### config.mk
export PLATFORM = sky130hd
export DESIGN_NAME = pswallow_div
export DESIGN_NICKNAME = d
export VERILOG_FILES = /design/src/rtl/pswallow_pkg.sv /design/src/rtl/pswallow_cfg.sv /design/src/rtl/pswallow_presc.sv /design/src/rtl/pswallow_ctr.sv /design/src/rtl/pswallow_div.sv
export SDC_FILE = /design/constraint.sdc
export NUM_CORES = 1
export LEC_CHECK = 0
export BUFFER_PORTS_ARGS = -buffer_cell sky130_fd_sc_hd__buf_2
export CAP_MARGIN = 20
export CORE_MARGIN = 2
export CORE_UTILIZATION = 58
export CTS_CLUSTER_SIZE = 24
export DETAILED_ROUTE_END_ITERATION = 6
export GPL_TIMING_DRIVEN = 0
export PLACE_DENSITY = 0.8
export SLEW_MARGIN = 25
export SYNTH_ARGS = -nofsm -noshare
export SYNTH_HDL_FRONTEND = slang
export SYNTH_SLANG_ARGS = --single-unit
### constraint.sdc
create_clock -name clk -period 6.2 [get_ports clk]
set_input_delay 0.62 -clock clk [delete_from_list [all_inputs] [get_ports clk]]
set_output_delay 0.62 -clock clk [all_outputs]
set_load 0.005 [all_outputs]
### src/rtl/pswallow_pkg.sv
package pswallow_pkg;

  // Modulus requested for the next prescaler cycle.
  typedef enum logic [0:0] {
    PS_BASE  = 1'b0,  // divide by P
    PS_EXTRA = 1'b1   // divide by P+1 (swallow cycle)
  } ps_mode_e;

endpackage

### src/rtl/pswallow_cfg.sv
module pswallow_cfg #(
  parameter int P_LO  = 8,
  parameter int P_HI  = 32,
  parameter int B_W   = 13,
  parameter int B_MIN = 3
) (
  input  logic                        sel_hi,
  input  logic [$clog2(P_HI)-1:0]     a_val,
  input  logic [B_W-1:0]              b_val,
  output logic [$clog2(P_HI)-1:0]     a_eff,
  output logic [B_W-1:0]              b_eff,
  output logic                        cfg_err
);
  localparam int A_W    = $clog2(P_HI);
  localparam int A_LO_W = $clog2(P_LO);
  localparam logic [A_W-1:0] LO_MASK = A_W'((1 << A_LO_W) - 1);

  logic [A_W-1:0] a_m;
  logic           b_low;
  logic           a_over;

  always_comb begin
    a_m     = sel_hi ? a_val : (a_val & LO_MASK);
    b_low   = (b_val < B_W'(B_MIN));
    b_eff   = b_low ? B_W'(B_MIN) : b_val;
    a_over  = (B_W'(a_m) > b_eff);
    a_eff   = a_over ? b_eff[A_W-1:0] : a_m;
    cfg_err = b_low | a_over;
  end

endmodule

### src/rtl/pswallow_presc.sv
module pswallow_presc
  import pswallow_pkg::*;
#(
  parameter int P_LO = 8,
  parameter int P_HI = 32
) (
  input  logic     clk,
  input  logic     rst_n,
  input  logic     load,
  input  logic     sel_hi,
  input  ps_mode_e next_mode,
  output logic     tick
);
  localparam int PC_W = $clog2(P_HI + 1);
  localparam logic [PC_W-1:0] RL_LO = PC_W'(P_LO - 1);
  localparam logic [PC_W-1:0] RL_HI = PC_W'(P_HI - 1);

  logic [PC_W-1:0] pc_q, pc_d, reload;

  always_comb begin
    reload = (sel_hi ? RL_HI : RL_LO) + PC_W'(next_mode == PS_EXTRA);
    tick   = (pc_q == '0);
    if (load || tick) pc_d = reload;
    else              pc_d = pc_q - PC_W'(1);
  end

  always_ff @(posedge clk or negedge rst_n) begin
    if (!rst_n) pc_q <= '0;
    else        pc_q <= pc_d;
  end

  // prescaler count never exceeds the larger modulus minus one plus one
  p_pc_range_r2: assert property (@(posedge clk) disable iff (!rst_n)
    pc_q <= PC_W'(P_HI));

  // a prescaler cycle is never shorter than P_LO, so ticks never touch
  p_tick_spaced_r1: assert property (@(posedge clk) disable iff (!rst_n)
    (tick && !load) |=> !tick);

endmodule

### src/rtl/pswallow_ctr.sv
module pswallow_ctr
  import pswallow_pkg::*;
#(
  parameter int A_W   = 5,
  parameter int B_W   = 13
) (
  input  logic           clk,
  input  logic           rst_n,
  input  logic           load,
  input  logic           tick,
  input  logic [A_W-1:0] a_eff,
  input  logic [B_W-1:0] b_eff,
  output ps_mode_e       next_mode,
  output logic           fp
);
  logic [A_W-1:0] sc_q, sc_d;
  logic [B_W-1:0] bc_q, bc_d;
  logic           fp_q, fp_d;
  logic           term;

  always_comb begin
    term = tick && (bc_q == B_W'(1));
    sc_d = sc_q;
    bc_d = bc_q;
    fp_d = 1'b0;
    if (load) begin
      sc_d = a_eff;
      bc_d = b_eff;
    end else if (term) begin
      sc_d = a_eff;
      bc_d = b_eff;
      fp_d = 1'b1;
    end else if (tick) begin
      bc_d = bc_q - B_W'(1);
      sc_d = (sc_q != '0) ? sc_q - A_W'(1) : '0;
    end
    next_mode = (sc_d != '0) ? PS_EXTRA : PS_BASE;
  end

  always_ff @(posedge clk or negedge rst_n) begin
    if (!rst_n) begin
      sc_q <= '0;
      bc_q <= B_W'(1);
      fp_q <= 1'b0;
    end else begin
      sc_q <= sc_d;
      bc_q <= bc_d;
      fp_q <= fp_d;
    end
  end

  assign fp = fp_q;

  // the output pulse lasts a single cycle
  p_fp_single_r3: assert property (@(posedge clk) disable iff (!rst_n)
    fp_q |=> !fp_q);

  // no pulse follows a held cycle
  p_hold_quiet_r4: assert property (@(posedge clk) disable iff (!rst_n)
    load |=> !fp_q);

  // swallow count never exceeds remaining main count
  p_swallow_le_main_r8: assert property (@(posedge clk) disable iff (!rst_n)
    B_W'(sc_q) <= bc_q);

  // main counter never wraps through zero
  p_main_nonzero_r1: assert property (@(posedge clk) disable iff (!rst_n)
    bc_q != '0);

  // counters only move on a prescaler tick or a load
  p_frozen_r5: assert property (@(posedge clk) disable iff (!rst_n)
    (!load && !tick) |=> ($stable(bc_q) && $stable(sc_q)));

endmodule

### src/rtl/pswallow_div.sv
module pswallow_div
  import pswallow_pkg::*;
#(
  parameter int P_LO  = 8,
  parameter int P_HI  = 32,
  parameter int B_W   = 13,
  parameter int B_MIN = 3,
  localparam int A_W  = $clog2(P_HI)
) (
  input  logic           clk,
  input  logic           rst_n,
  input  logic           hold,
  input  logic           sel_hi,
  input  logic [A_W-1:0] a_val,
  input  logic [B_W-1:0] b_val,
  output logic           fp,
  output logic           cfg_err
);
  logic [A_W-1:0] a_eff;
  logic [B_W-1:0] b_eff;
  logic           init_q, init_d;
  logic           load;
  logic           tick;
  ps_mode_e       next_mode;

  // One load cycle after reset places the counters at their load state.
  always_comb begin
    init_d = 1'b0;
    load   = hold | init_q;
  end

  always_ff @(posedge clk or negedge rst_n) begin
    if (!rst_n) init_q <= 1'b1;
    else        init_q <= init_d;
  end

  pswallow_cfg #(
    .P_LO(P_LO), .P_HI(P_HI), .B_W(B_W), .B_MIN(B_MIN)
  ) u_cfg (
    .sel_hi (sel_hi),
    .a_val  (a_val),
    .b_val  (b_val),
    .a_eff  (a_eff),
    .b_eff  (b_eff),
    .cfg_err(cfg_err)
  );

  pswallow_presc #(
    .P_LO(P_LO), .P_HI(P_HI)
  ) u_presc (
    .clk      (clk),
    .rst_n    (rst_n),
    .load     (load),
    .sel_hi   (sel_hi),
    .next_mode(next_mode),
    .tick     (tick)
  );

  pswallow_ctr #(
    .A_W(A_W), .B_W(B_W)
  ) u_ctr (
    .clk      (clk),
    .rst_n    (rst_n),
    .load     (load),
    .tick     (tick),
    .a_eff    (a_eff),
    .b_eff    (b_eff),
    .next_mode(next_mode),
    .fp       (fp)
  );

  // clamped values handed to the counters are always legal
  p_cfg_legal_r7: assert property (@(posedge clk) disable iff (!rst_n)
    (b_eff >= B_W'(B_MIN)) && (B_W'(a_eff) <= b_eff));

  // no pulse in the cycle after reset release
  p_no_early_fp_r11: assert property (@(posedge clk) disable iff (!rst_n)
    init_q |=> !fp);

endmodule

==> impl_metrics.yaml, run 1 <==
run_status:
  outcome: "finished clean"
yosys:
  synth_cells: 218
  synth_seq_cells: 26
  synth_cell_type_count: 49
  postSynth.asyncResetShare_pct: 100
  synth_edf_count: 0
  postSynth.topFlopCell: "sky130_fd_sc_hd__dfrtp_1"
  netlist_top_cells_count: "sky130_fd_sc_hd__dfrtp_1 (24), sky130_fd_sc_hd__nand2_1 (22), sky130_fd_sc_hd__a21oi_1 (19), sky130_fd_sc_hd__inv_1 (19), sky130_fd_sc_hd__o21ai_0 (18)"
  netlist_area_um2: 1860
  post-synth-top-count-cell: "sky130_fd_sc_hd__dfrtp_1"
  synth.avg_cell_area_um2: 8.52
  synth_nets: 252
  synth_largest_area_cell: "sky130_fd_sc_hd__dfrtp_1"
  post_synth_top_area_share_pct: 32.3
  ys_warn_count: 0
  yosysSeqAreaShare_pct: 35.2
  netlist_top_cells_area: "sky130_fd_sc_hd__dfrtp_1 (32%), sky130_fd_sc_hd__ha_1 (8.1%), sky130_fd_sc_hd__a21oi_1 (5.1%)"
cts:
  cts_hold_buffers: 0
  cts_inserted_buffers: 3
  cts_resized: 0
  cts-root-buf: "sky130_fd_sc_hd__clkbuf_4"
  clkTransAtPathRegs_ps: 150
  htree_num_levels: 1
  ctsLongestPathBuffers: 2
  clock_tree_from_tritoncts: "built"
  cts_sink_count: 26
  clock_insertion_delay_worst_skew_ps: 330
  cts_setup_buffers: 0
final_layout:
  fillerInstances: 262
  finish.utilization_pct: 68.1
  post_route_cells_drive_above_1_share_pct: 17.6
  finished_layout_cells: 289
  antenna-diode-count: 0
  syn2layout_area_growth_pct: 12.0
  layout.nets: 280
setup_path:
  worst_path_max_delay_cell: "sky130_fd_sc_hd__nor4_1"
  worstPathArrival_ps: 3860
  start_kind: "primary input"
  crit_path_cell_trace: "buf_2 > nor4_1 > and4_1 > nor2_1 > ha_1 > nand2b_1 > a21oi_1 > o21a_1 > mux2i_1 > a21oi_1 > nand4bb_2 > inv_1 > ha_1 > o22a_1 > o221a_2"
  cp_slowest_stage_delay_ps: 510
  worstReg2RegStart: "u_presc.pc_q[0]"
  critical_path.endpoint_type: "flip-flop"
  flop_to_flop_setup_slack_ps: 3230
  worst-setup-path-type: "primary input to flip-flop"
  r2r-end: "u_presc.pc_q[4]"
  worst-endpoint-required_ps: 6440
  path_max_fanout: 7
  reg2reg_depth: 12
global_routing:
  grt_remaining_overflow: 0
  grt_pass1_wl_um: 7000
  antenna_violations_before_repair: 0
  via_count_of_the_first_global_routing_pass: 1578
  maximum_number_of_pins_on_one_net_before_global_route_repair: 27
  grt_use_total_pct: 25.2
sta:
  max_freq_mhz: 276
  layout_setup_ws_ps: 2580
  timing_worst_slew_pin_value_ps: 798
  report.final.setup_viol: 0
  final_hold_viol_count: 0
  slew_headroom_pct: 46.8
  fin_skew_ps: 2.72
  hold_ws_ps: 264
  fin_crit_sh_pct: 58.4
  grt_setup_unrepaired: "no"
  final_period_minus_worst_setup_slack_ps: 3620
  finalMaxSlewViolations: 0
  totalNegativeSetupSlack_ps: 0
drt:
  mean_number_of_vias_per_cell: 5.72
  routed_wire_length_per_instance_um: 14.3
  routed_wirelength_um: 4140
  route.detailed.drc: 0
  drt_first_iter_violations: 94
  dr_total_vias: 1653
  route.antenna.remaining_nets: 0
  dr.pass1.iters: 4
floorplanning:
  floorplan.die.height_um: 60.6
  placement_rows: 20
  die-area_um2: 3670
  floorplan.initialDensity_pct: 60.8
  core_area_um2: 3050
  ios: 24
  fp.dieW_um: 60.6
power:
  vdd_ir_drop_max_v: 0.000119
  power_leakage_nw: 0.964
  pwr_density_cell_nw_per_um2: 228
place:
  pre_cts_slack_ps: 2230
  dpl.hpwl_um: 3120
  gpl.final_weighted_congestion: 0.933
  port-buffer-count: 23
  place.detailed.instances: 285
min_path:
  min_path_type: "primary input to asynchronous set/reset pin"
job:
  max-cap-violations: 0
kinds of logic (layout without fill, tap and decap cells):
group | after synthesis | in the layout | share of synthesized area [%]
other | 1 | 1 | 0.202
xor gates and xnor gates | 3 | 3 | 1.42
DFF | 26 | 26 | 35.2
adders and majority gates | 12 | 12 | 8.09
AOI/OAI and AO/OA | 61 | 61 | 21.8
and+or+nand+nor | 83 | 83 | 23.9
buffers and inverters | 25 | 52 | 5.59
muxes | 7 | 7 | 3.77
where the power goes:
group / switching (mW) / total [mW] / internal, mW / leakage [nW]
Combinational: 0.0763 / 0.133 / 0.0563 / 0.621
Clock: 0.0560 / 0.121 / 0.0654 / 0.0279
Sequential: 0.0254 / 0.221 / 0.195 / 0.315
through the flow:
| stage | cell area, um2 | total power, mW |
|---|---|---|
| floorplan | 1860 | 0.316 |
| global placement | 2030 | 0.351 |
| detailed placement | 2030 | 0.355 |
| CTS | 2080 | 0.474 |
| global route | 2080 | 0.504 |
| finish | 2080 | 0.475 |
cells in the final DEF (no fill, tap or decap), types with 6 or more instances in the layout:
cell type,n
sky130_fd_sc_hd__a21oi_1,19
sky130_fd_sc_hd__buf_2,25
sky130_fd_sc_hd__dfrtp_1,24
sky130_fd_sc_hd__ha_1,12
sky130_fd_sc_hd__inv_1,19
sky130_fd_sc_hd__mux2i_1,7
sky130_fd_sc_hd__nand2_1,22
sky130_fd_sc_hd__nand3_1,6
sky130_fd_sc_hd__nor2_1,15
sky130_fd_sc_hd__nor3_1,10
sky130_fd_sc_hd__nor4_1,9
sky130_fd_sc_hd__o21ai_0,18
registers in the layout (all words and copies together) (netlist names):
signal	cells
u_presc.pc_q	6
u_ctr.fp	1
u_ctr.bc_q	13
init_q	1
u_ctr.sc_q	5
per-layer routing:
layer | vias to the layer above | routed length [um] | GRT usage [%]
li1 | 840 | - | -
met1 | 768 | 1940 | 35.4
met2 | 39 | 2000 | 41.5
met3 | 6 | 157 | 2.56
met4 | 0 | 41 | 7.14
met5 | - | 0 | 0
critical path: cells and delay by family:
family	cells	cell delay [ps]
buf+inv	2	160
fa+ha+maj	2	480
mux	1	310
simple gates	5	1120
compound gates	5	1170
how the worst max path moves through the flow:
stage               slack [ps]              end       from  cells after the start
floorplan                 2910  u_presc.pc_q[4]  b_val[11]                     14
global placement          2290  u_presc.pc_q[4]  b_val[11]                     15
detailed placement        2230  u_presc.pc_q[4]  b_val[11]                     15
CTS                       2570  u_presc.pc_q[4]  b_val[11]                     15
global route              2290  u_presc.pc_q[4]  b_val[11]                     15
finish                    2580  u_presc.pc_q[4]  b_val[11]                     15
area by class of cell:
type | instances | area (um2) | area share (%)
Buffer | 6 | 32.5 | 1.56
Clock buffer | 3 | 22.5 | 1.08
Clock inverter | 1 | 30.0 | 1.44
Inverter | 19 | 71.3 | 3.43
Multi-Input combinational cell | 167 | 1100 | 52.9
Sequential cell | 26 | 653 | 31.4
Tap cell | 44 | 55.1 | 2.65
Timing Repair Buffer | 23 | 115 | 5.54
(Power assumes the default switching activity.)
==> inputs of run 2 (changes only) <==
--- a/config.mk
+++ b/config.mk
@@ -8,11 +8,11 @@
 export BUFFER_PORTS_ARGS = -buffer_cell sky130_fd_sc_hd__buf_2
 export CAP_MARGIN = 20
 export CORE_MARGIN = 2
-export CORE_UTILIZATION = 58
+export CORE_UTILIZATION = 52
 export CTS_CLUSTER_SIZE = 24
 export DETAILED_ROUTE_END_ITERATION = 6
 export GPL_TIMING_DRIVEN = 0
-export PLACE_DENSITY = 0.8
+export PLACE_DENSITY = 0.76
 export SLEW_MARGIN = 25
 export SYNTH_ARGS = -nofsm -noshare
 export SYNTH_HDL_FRONTEND = slang
==> constraint.sdc (replaced) <==
create_clock -name clk -period 2.95 [get_ports clk]
set_input_delay 0.295 -clock clk [delete_from_list [all_inputs] [get_ports clk]]
set_output_delay 0.295 -clock clk [all_outputs]
set_load 0.005 [all_outputs]
==> impl_metrics.yaml, run 2 (same netlist as run 1, synthesis figures left out) <==
sta:
  totalNegativeSetupSlack_ps: 0
  final_period_minus_worst_setup_slack_ps: 2820
  final_hold_viol_count: 0
  slew_headroom_pct: 46.0
  finalMaxSlewViolations: 0
  fin_skew_ps: 9.70
  timing_worst_slew_pin_value_ps: 810
  max_freq_mhz: 355
  hold_ws_ps: 280
  report.final.setup_viol: 0
  fin_crit_sh_pct: 95.6
final_layout:
  biggestRegsByFlops: "u_ctr.bc_q: 13 flops, u_presc.pc_q: 6 flops, u_ctr.sc_q: 5 flops"
  largest_reg_flops: 13
  antenna-diode-count: 0
  layout.nets: 286
  mostFrequentLayoutCell: "sky130_fd_sc_hd__buf_2"
  layout_common_cells: "sky130_fd_sc_hd__buf_2 (25), sky130_fd_sc_hd__dfrtp_1 (24), sky130_fd_sc_hd__nand2_1 (22)"
  max_flop_register: "u_ctr.bc_q"
  post_route_cells_drive_above_1_share_pct: 23.5
  syn2layout_area_growth_pct: 19.1
drt:
  route.detailed.drc: 0
  routed_wirelength_um: 4220
  routed_wire_length_per_instance_um: 14.2
  mean_number_of_vias_per_cell: 5.72
  dr_total_vias: 1700
  drt_first_iter_violations: 86
  route.antenna.remaining_nets: 0
  dr.pass1.iters: 4
setup_path:
  timing.critical_path.buf_inv: 2
  start_kind: "primary input"
  cp_slowest_stage_delay_ps: 340
  worst-endpoint-required_ps: 3180
  crit_path_cell_trace: "buf_2 > nor4_4 > and4_4 > or2_2 > ha_1 > nand2_1 > o211a_1 > o21a_4 > o21ai_0 > a31oi_2 > nand4bb_4 > inv_1 > ha_2 > o22a_1 > o221a_2"
  worstPathArrival_ps: 3050
  path_max_fanout: 7
  path_delay_family: "compound AO/OA/AOI/OAI gates"
  worst_path_max_delay_cell: "sky130_fd_sc_hd__nor4_4"
  critical_path.endpoint_type: "flip-flop"
  worst-setup-path-type: "primary input to flip-flop"
run_status:
  outcome: "finished clean"
global_routing:
  maximum_number_of_pins_on_one_net_before_global_route_repair: 27
  groute.layer.met2.usage_pct: 36.7
  layer_with_the_highest_usage_after_global_routing: "met2"
  antenna_violations_before_repair: 0
  grt_use_total_pct: 22.1
  grt_util_met3_pct: 2.11
  via_count_of_the_first_global_routing_pass: 1522
  grt_remaining_overflow: 0
  grt_pass1_wl_um: 7150
  grt_use_met1_pct: 30.9
power:
  total_power_mw: 1.02
  pwr_density_cell_nw_per_um2: 462
  vdd_ir_drop_max_v: 0.000232
  power_leakage_nw: 1.00
cts:
  ctsLongestPathBuffers: 2
  clock_tree_from_tritoncts: "built"
  cts_sink_count: 26
  cts_inserted_buffers: 3
  htree_num_levels: 1
  clkTransAtPathRegs_ps: 150
  clock_insertion_delay_worst_skew_ps: 330
  cts-root-buf: "sky130_fd_sc_hd__clkbuf_4"
floorplanning:
  ios: 24
  core_area_um2: 3390
  fp.dieW_um: 63.8
  floorplan.initialDensity_pct: 54.8
  placement_rows: 21
  floorplan.die.height_um: 63.8
  die-area_um2: 4060
place:
  gpl.final_weighted_congestion: 0.876
  dpl.hpwl_um: 3140
  port-buffer-count: 23
min_path:
  min_path_type: "primary input to flip-flop"
job:
  max-cap-violations: 0
-- run 2: layout make-up --
class                           count  area [um2]
Multi-Input combinational cell    167        1180
Tap cell                           46        57.6
Buffer                              6        32.5
Clock inverter                      1        30.0
Clock buffer                        3        22.5
Timing Repair Buffer               29         163
Sequential cell                    26         653
Fill cell                         300        1180
Inverter                           19        71.3
-- run 2: worst paths after layout --
kind | startpoint | end | slack (ps) | cells past startpoint
worst min-delay path | a_val[1] | u_ctr.sc_q[1] | 280 | 3
max in group asynchronous | rst_n | u_ctr.bc_q[0] | 2090 | 2
min in group asynchronous | rst_n | u_presc.pc_q[3] | 470 | 2
worst max register to register | u_ctr.bc_q[6] | u_presc.pc_q[4] | 150 | 10
worst min register to register | u_presc.pc_q[0] | u_presc.pc_q[0] | 500 | 1
worst max-delay path | b_val[9] | u_presc.pc_q[4] | 130 | 15
-- run 2: layer usage --
metal / vias up / part of all wire, % / wire (um)
met3: 4 / 3.1 / 130
li1: 857 / - / -
met2: 35 / 50 / 2110
met1: 804 / 46 / 1940
met5: - / 0 / 0
met4: 0 / 0.90 / 38
-- run 2: power breakdown --
part | switching (mW) | internal [mW] | leakage [nW]
combinational | 0.168 | 0.134 | 0.660
sequential | 0.0563 | 0.410 | 0.315
clock | 0.116 | 0.137 | 0.0279
-- run 2: repair_timing --
action | 4_1_cts | 5_1_grt
hold buffers | 1 | 0
endpoints found under the setup margin | 3 | 3
endpoints found under the hold margin | 24 | 0
resized for setup | 4 | 10
pin swaps | 1 | 8
buffers inserted | 0 | 5
-- run 2: worst register-to-register path, cell delays in order, from the launching register on --
cell	delay, ps
sky130_fd_sc_hd__dfrtp_1	450
sky130_fd_sc_hd__or2_4	280
sky130_fd_sc_hd__or4_4	460
sky130_fd_sc_hd__o31ai_4	270
sky130_fd_sc_hd__buf_4	190
sky130_fd_sc_hd__mux2i_1	220
sky130_fd_sc_hd__nand4bb_4	180
sky130_fd_sc_hd__inv_1	50
sky130_fd_sc_hd__ha_2	170
sky130_fd_sc_hd__o22a_1	190
sky130_fd_sc_hd__o221a_2	240
-- run 2: through the flow --
step | cells | util [%] | worst slack [ps] | cell area, um2
floorplan | 218 | - | 69.3 | 1860
global placement | 287 | 59.9 | -541 | 2030
detailed placement | 287 | 59.9 | -580 | 2030
CTS | 292 | 62.5 | 20.3 | 2120
global route | 297 | 65.2 | -14.5 | 2210
finish | 297 | 65.2 | 131 | 2210
